### config.mk
export PLATFORM = sky130hd
export DESIGN_NAME = wr_merge_mux
export DESIGN_NICKNAME = d
export VERILOG_FILES = /design/src/rtl/wmm_pkg.sv /design/src/rtl/wmm_en_select.sv /design/src/rtl/wmm_lane_mux.sv /design/src/rtl/wmm_out_reg.sv /design/src/rtl/wr_merge_mux.sv
export SDC_FILE = /design/constraint.sdc
export NUM_CORES = 1
export LEC_CHECK = 0
export CAP_MARGIN = 5
export CORE_MARGIN = 2
export CORE_UTILIZATION = 34
export DETAILED_ROUTE_END_ITERATION = 10
export PLACE_DENSITY = 0.8
export REMOVE_ABC_BUFFERS = 1
export SYNTH_ARGS = -nofsm -noshare
export SYNTH_HDL_FRONTEND = slang
export SYNTH_SLANG_ARGS = --single-unit
### constraint.sdc
create_clock -name clk -period 1.5 [get_ports clk]
set_input_delay 0.15 -clock clk [delete_from_list [all_inputs] [get_ports clk]]
set_output_delay 0.15 -clock clk [all_outputs]
set_load 0.01 [all_outputs]
### src/rtl/wmm_pkg.sv
// Package: shared types for the byte-lane write merge multiplexer.
// Assumes byte-sized lanes; lane width lives here so that all modules agree.
package wmm_pkg;
    localparam int LANE_W = 8;

    // Where the per-lane select bits come from.
    typedef enum logic {
        SRC_EXT  = 1'b0,
        SRC_FIFO = 1'b1
    } en_src_e;
endpackage

### src/rtl/wmm_en_select.sv
// Module: picks the lane-select vector from the external enable bus or from
// the enables read out of the write FIFO. Purely combinational. Assumes both
// enable buses are stable for the cycle in which they are used.
module wmm_en_select
    import wmm_pkg::*;
#(
    parameter int LANES = 8
) (
    input  en_src_e            src_sel,
    input  logic [LANES-1:0]   ext_en,
    input  logic [LANES-1:0]   fifo_en,
    output logic [LANES-1:0]   lane_sel
);
    // Choose the enable source for all lanes at once.
    always_comb begin
        case (src_sel)
            SRC_FIFO: lane_sel = fifo_en;
            default:  lane_sel = ext_en;
        endcase
    end
endmodule

### src/rtl/wmm_lane_mux.sv
// Module: per-lane 2:1 multiplexer. Lane i (bits LW*i+LW-1 .. LW*i) takes
// path B when its select is 1 and path A otherwise. Combinational; assumes
// lane 0 is the least significant byte.
module wmm_lane_mux #(
    parameter int LANES  = 8,
    parameter int LANE_W = 8,
    localparam int DATA_W = LANES * LANE_W
) (
    input  logic [LANES-1:0]  lane_sel,
    input  logic [DATA_W-1:0] path_a,
    input  logic [DATA_W-1:0] path_b,
    output logic [DATA_W-1:0] merged
);
    for (genvar i = 0; i < LANES; i++) begin : g_lane
        // Steer one byte lane from its own select bit.
        always_comb begin
            merged[i*LANE_W +: LANE_W] = lane_sel[i] ? path_b[i*LANE_W +: LANE_W]
                                                     : path_a[i*LANE_W +: LANE_W];
        end
    end
endmodule

### src/rtl/wmm_out_reg.sv
// Module: output register for the merged word plus its valid flag.
// Loads only on a valid strobe, so it holds otherwise. Synchronous active-low
// reset clears both the word and the flag.
module wmm_out_reg #(
    parameter int DATA_W = 64
) (
    input  logic              clk,
    input  logic              rst_n,
    input  logic              load,
    input  logic [DATA_W-1:0] d,
    output logic [DATA_W-1:0] q,
    output logic              q_valid
);
    // Capture the merged word on a load and hold it otherwise.
    always_ff @(posedge clk) begin
        if (!rst_n)    q <= '0;
        else if (load) q <= d;
    end

    // Valid flag trails the load strobe by one edge.
    always_ff @(posedge clk) begin
        if (!rst_n) q_valid <= 1'b0;
        else        q_valid <= load;
    end
endmodule

### src/rtl/wr_merge_mux.sv
// Module: byte-lane write merge multiplexer. Builds the memory write word
// lane by lane from system write data (path A) or corrected write-back data
// (path B). The lane selects come from an external enable bus or from FIFO
// buffered enables, as set by en_src_sel. Output is registered on clk.
// Assumes all inputs are synchronous to clk.
module wr_merge_mux
    import wmm_pkg::*;
#(
    parameter int LANES = 8,
    localparam int DATA_W = LANES * LANE_W
) (
    input  logic              clk,
    input  logic              rst_n,
    input  logic              in_valid,
    input  logic              en_src_sel,
    input  logic [LANES-1:0]  ext_lane_en,
    input  logic [LANES-1:0]  fifo_lane_en,
    input  logic [DATA_W-1:0] sys_wdata,
    input  logic [DATA_W-1:0] fix_wdata,
    output logic [DATA_W-1:0] merged_data,
    output logic              merged_valid
);
    logic [LANES-1:0]  lane_sel;
    logic [DATA_W-1:0] merged_comb;

    wmm_en_select #(.LANES(LANES)) u_sel (
        .src_sel  (en_src_e'(en_src_sel)),
        .ext_en   (ext_lane_en),
        .fifo_en  (fifo_lane_en),
        .lane_sel (lane_sel)
    );

    wmm_lane_mux #(.LANES(LANES), .LANE_W(LANE_W)) u_mux (
        .lane_sel (lane_sel),
        .path_a   (sys_wdata),
        .path_b   (fix_wdata),
        .merged   (merged_comb)
    );

    wmm_out_reg #(.DATA_W(DATA_W)) u_out (
        .clk     (clk),
        .rst_n   (rst_n),
        .load    (in_valid),
        .d       (merged_comb),
        .q       (merged_data),
        .q_valid (merged_valid)
    );

    // reset clears word and flag
    p_reset_clear_r1: assert property (@(posedge clk)
        !rst_n |=> (merged_data == '0 && !merged_valid));

    // valid flag follows the strobe by one edge
    p_valid_set_r7: assert property (@(posedge clk) disable iff (!rst_n)
        in_valid |=> merged_valid);
    p_valid_clr_r7: assert property (@(posedge clk) disable iff (!rst_n)
        !in_valid |=> !merged_valid);

    // no strobe, no change
    p_hold_r8: assert property (@(posedge clk) disable iff (!rst_n)
        !in_valid |=> $stable(merged_data));

    for (genvar i = 0; i < LANES; i++) begin : g_chk
        // a lane with select 0 registers path A
        p_path_a_r2: assert property (@(posedge clk) disable iff (!rst_n)
            (in_valid && !lane_sel[i]) |=>
            merged_data[i*LANE_W +: LANE_W] == $past(sys_wdata[i*LANE_W +: LANE_W]));
        // a lane with select 1 registers path B
        p_path_b_r3: assert property (@(posedge clk) disable iff (!rst_n)
            (in_valid && lane_sel[i]) |=>
            merged_data[i*LANE_W +: LANE_W] == $past(fix_wdata[i*LANE_W +: LANE_W]));
        // direct mode follows the external enable bit
        p_ext_src_r4: assert property (@(posedge clk) disable iff (!rst_n)
            (in_valid && !en_src_sel) |=>
            merged_data[i*LANE_W +: LANE_W] == ($past(ext_lane_en[i])
                ? $past(fix_wdata[i*LANE_W +: LANE_W])
                : $past(sys_wdata[i*LANE_W +: LANE_W])));
        // buffered mode follows the FIFO enable bit
        p_fifo_src_r5: assert property (@(posedge clk) disable iff (!rst_n)
            (in_valid && en_src_sel) |=>
            merged_data[i*LANE_W +: LANE_W] == ($past(fifo_lane_en[i])
                ? $past(fix_wdata[i*LANE_W +: LANE_W])
                : $past(sys_wdata[i*LANE_W +: LANE_W])));
    end
endmodule

==> out/qor.txt, run 1 <==
========================================================================================================
Clk_skew                                                                                            0 ps
Total number of vias                                                                                2927
Worst endpoint required time                                                                     1680 ps
Power density over the cells                                                                878.4 nW/um2
Mean post-synth cell area                                                                      9.927 um2
Height of the chip                                                                              95.70 um
I/O Buffers                                                                                          212
Fraction of the core area covered by cells at the end of the flow                                 66.54%
Worst rel slew slack                                                                              68.99%
Cell accounting for the most synthesized area                                               sky130_fd_sc_hd__dfxtp_1
Share of final-layout standard cells stronger than drive strength 1                               6.931%
Synth-to-layout area growth                                                                       90.28%
Drt total wl                                                                                     9279 um
Post-detail-place hpwl                                                                           6841 um
Max-slew violation total from the final report                                                         0
Leakage                                                                                         2.166 nW
Max Fclk                                                                                      0.7164 GHz
Overall Global Routing Usage                                                                      19.50%
Outcome                                                                                        completed
Via-per-instance ratio                                                                             4.798
Antenna violations before repair                                                                       0
Peak supply drop                                                                               0.5677 mV
Worst skew pair latency                                                                           320 ps
Top cell by count, worst path                                                               sky130_fd_sc_hd__buf_12
Initial cell density of the core                                                                  34.97%
TritonCTS clock tree                                                                                done
Cell total after placement                                                                           595
Number of cells in the finished layout apart from fillers                                            610
Number of sinks driven by the clock tree                                                              65
Count of standard-cell rows                                                                           33
Synthesized flop and latch total                                                                      65
CTS hold repair buffers                                                                                0
Number of global-route vias before repair                                                           2919
Register-to-register setup slack                                                                  810 ps
Number of max-cap violations                                                                           0
Final Wtd Congestion                                                                              0.7220
Clock Path Buffers                                                                                     2
Cell chosen for the clock root                                                              sky130_fd_sc_hd__clkbuf_8
Number of buffers created by CTS                                                                       9
Number of gates resized after cts                                                                      0
Boundary pin count                                                                                   213
Classification of the worst setup path                                                         in -> reg
Count of final setup violators                                                                         0
Global route overflow                                                                                  0
Post-route ant nets                                                                                    0
Synth Cell Area                                                                                 2859 um2
Fraction of synthesized cell area taken by the top area cell type                                 45.51%
Worst setup SP type                                                                           input port
Final critical delay including setup and external delays                                         1396 ps
Synth top area cells                                                                        sky130_fd_sc_hd__dfxtp_1 46%, sky130_fd_sc_hd__mux2i_1 22%, sky130_fd_sc_hd__a21oi_1 11%
Highest net fanout along the worst path                                                                8
Synth cell types                                                                                       9
DRC violation count after routing                                                                      0
Longest individual stage delay on the worst path                                                  510 ps
Cell-by-cell listing of the critical path                                                   clkdlybuf4s50_1 -> buf_12 -> mux2i_4 -> buf_12 -> mux2i_1 -> a21oi_1
Final antenna diode count                                                                              0
Worst hold path class                                                                          in -> reg
Post-CTS setup buffers                                                                                 0
Post-DR wirelength/cell                                                                         15.21 um
Sequential share of the synthesized area                                                          45.51%
Library cell contributing the largest single delay on the critical path                     sky130_fd_sc_hd__clkdlybuf4s50_1
CTS H-Tree Depth                                                                                       3
Number of synthesis warnings                                                                           0
Final Hold Vio Count                                                                                   0
RSZ-0062 raised after global routing                                                                  no
Number of standard cells after synthesis                                                             288
Pin count of the biggest net entering global routing                                                 130
DRC marker count from the first detailed-route iteration                                              90
Die span in x                                                                                   95.70 um
# fillers                                                                                            629
Placeable Area                                                                                  8175 um2
Kind of end point of the critical path                                                              flop
Floorplan die area                                                                              9158 um2
Worst endpoint data arrival time                                                                 1580 ps
Number of detailed-routing iterations run before antenna repair                                        4
Actual transition at the worst max-transition pin                                               465.1 ps
First-pass GRT wire length                                                                      13850 um
Period Utilization, post-route                                                                    93.05%
Post-layout nets                                                                                     649
Post-CTS clock slew at the launch and capture registers of the worst setup and hold paths          70 ps
========================================================================================================
[cells by family after synthesis]
kind of cell           synth area share (%)
buffers and inverters                 3.151
AND/OR/NAND/NOR                      0.2190
multiplexers                          28.71
AO/OA/AOI/OAI                         22.41
flip-flops                            45.51
[worst max-delay path, delay by kind of cell]
kind	cells	cell delay, ps
mux	2	480
buf+inv	3	850
compound gates	1	80
[area by class of cell]
class,count,area (um2),share of cell area (%)
repair buffers,224,2330,42.82
multi-input cells,201,1468,26.98
flip-flops and latches,65,1301,23.92
clock buffers,12,145.1,2.668
well taps,105,131.4,2.415
clock inverters,3,65.06,1.196
[sequential cells by signal, summed over array words and instances (netlist names)]
signal	cells
u_out.q	64
u_out.q_valid	1
[where the power goes]
part,switching [mW],internal [mW]
combinational,0.444,0.809
sequential,0.0601,1.86
clock,0.634,0.973
total,1.14,3.64
[cells in the mapped netlist]
library cell               count
sky130_fd_sc_hd__a21oi_1      64
sky130_fd_sc_hd__and2_1        1
sky130_fd_sc_hd__clkbuf_1     16
sky130_fd_sc_hd__dfxtp_1      65
sky130_fd_sc_hd__buf_6         1
sky130_fd_sc_hd__buf_1         5
sky130_fd_sc_hd__mux2i_1      64
sky130_fd_sc_hd__o21ai_0      64
sky130_fd_sc_hd__mux2i_4       8
[cell usage in the layout, fill, tap and decap left out]
| cell | Yosys | layout |
|---|---|---|
| sky130_fd_sc_hd__mux2i_1 | 64 | 64 |
| sky130_fd_sc_hd__bufinv_16 | 0 | 2 |
| sky130_fd_sc_hd__buf_4 | 0 | 3 |
| sky130_fd_sc_hd__clkbuf_8 | 0 | 10 |
| sky130_fd_sc_hd__clkbuf_1 | 16 | 2 |
| sky130_fd_sc_hd__dfxtp_1 | 65 | 65 |
| sky130_fd_sc_hd__clkdlybuf4s50_1 | 0 | 210 |
| sky130_fd_sc_hd__buf_2 | 0 | 1 |
| sky130_fd_sc_hd__o21ai_0 | 64 | 64 |
| sky130_fd_sc_hd__buf_12 | 0 | 10 |
| sky130_fd_sc_hd__clkinv_2 | 0 | 1 |
| sky130_fd_sc_hd__a21oi_1 | 64 | 64 |
| sky130_fd_sc_hd__and2_1 | 1 | 1 |
| sky130_fd_sc_hd__mux2i_4 | 8 | 8 |
[path summary, 6_finish.rpt]
| check | start | to | depth (start not counted) |
|---|---|---|---|
| setup / recovery | en_src_sel | u_out.q[21] | 6 |
| hold / removal | rst_n | u_out.q[55] | 4 |
| setup reg to reg | u_out.q[18] | u_out.q[18] | 2 |
| hold reg to reg | u_out.q[62] | u_out.q[62] | 2 |
[through the flow]
step | worst slack (ps) | total power, mW | TNS (ps) | cell area [um2] | hold WS [ps]
2_1_floorplan | 589.9 | 2.338 | 0 | 2769 | 239.4
3_5_place_dp | -252.5 | 3.218 | -12840 | 5230 | 510.5
6_report | 104.2 | 4.778 | 0 | 5440 | 325.1
4_1_cts | 94.44 | 4.841 | 0 | 5440 | 313.9
3_3_place_gp | -205.3 | 3.192 | -11210 | 5230 | 502.1
5_1_grt | 46.01 | 5.011 | 0 | 5440 | 328.2
[per-layer routing]
metal	GRT usage, %	up-vias	routed length (um)
met4	6.667	0	110
met5	0	-	0
li1	-	1487	-
met3	7.753	8	1138
met2	34.50	138	4547
met1	21.11	1294	3482
No activity file was read; power rests on OpenSTA's default activity.
==> run 2: changes to the inputs <==
- SKIP_LAST_GASP: unset -> 1
==> results of run 2 <==
Final layout, timing and power as in run 1 (identical DEF).
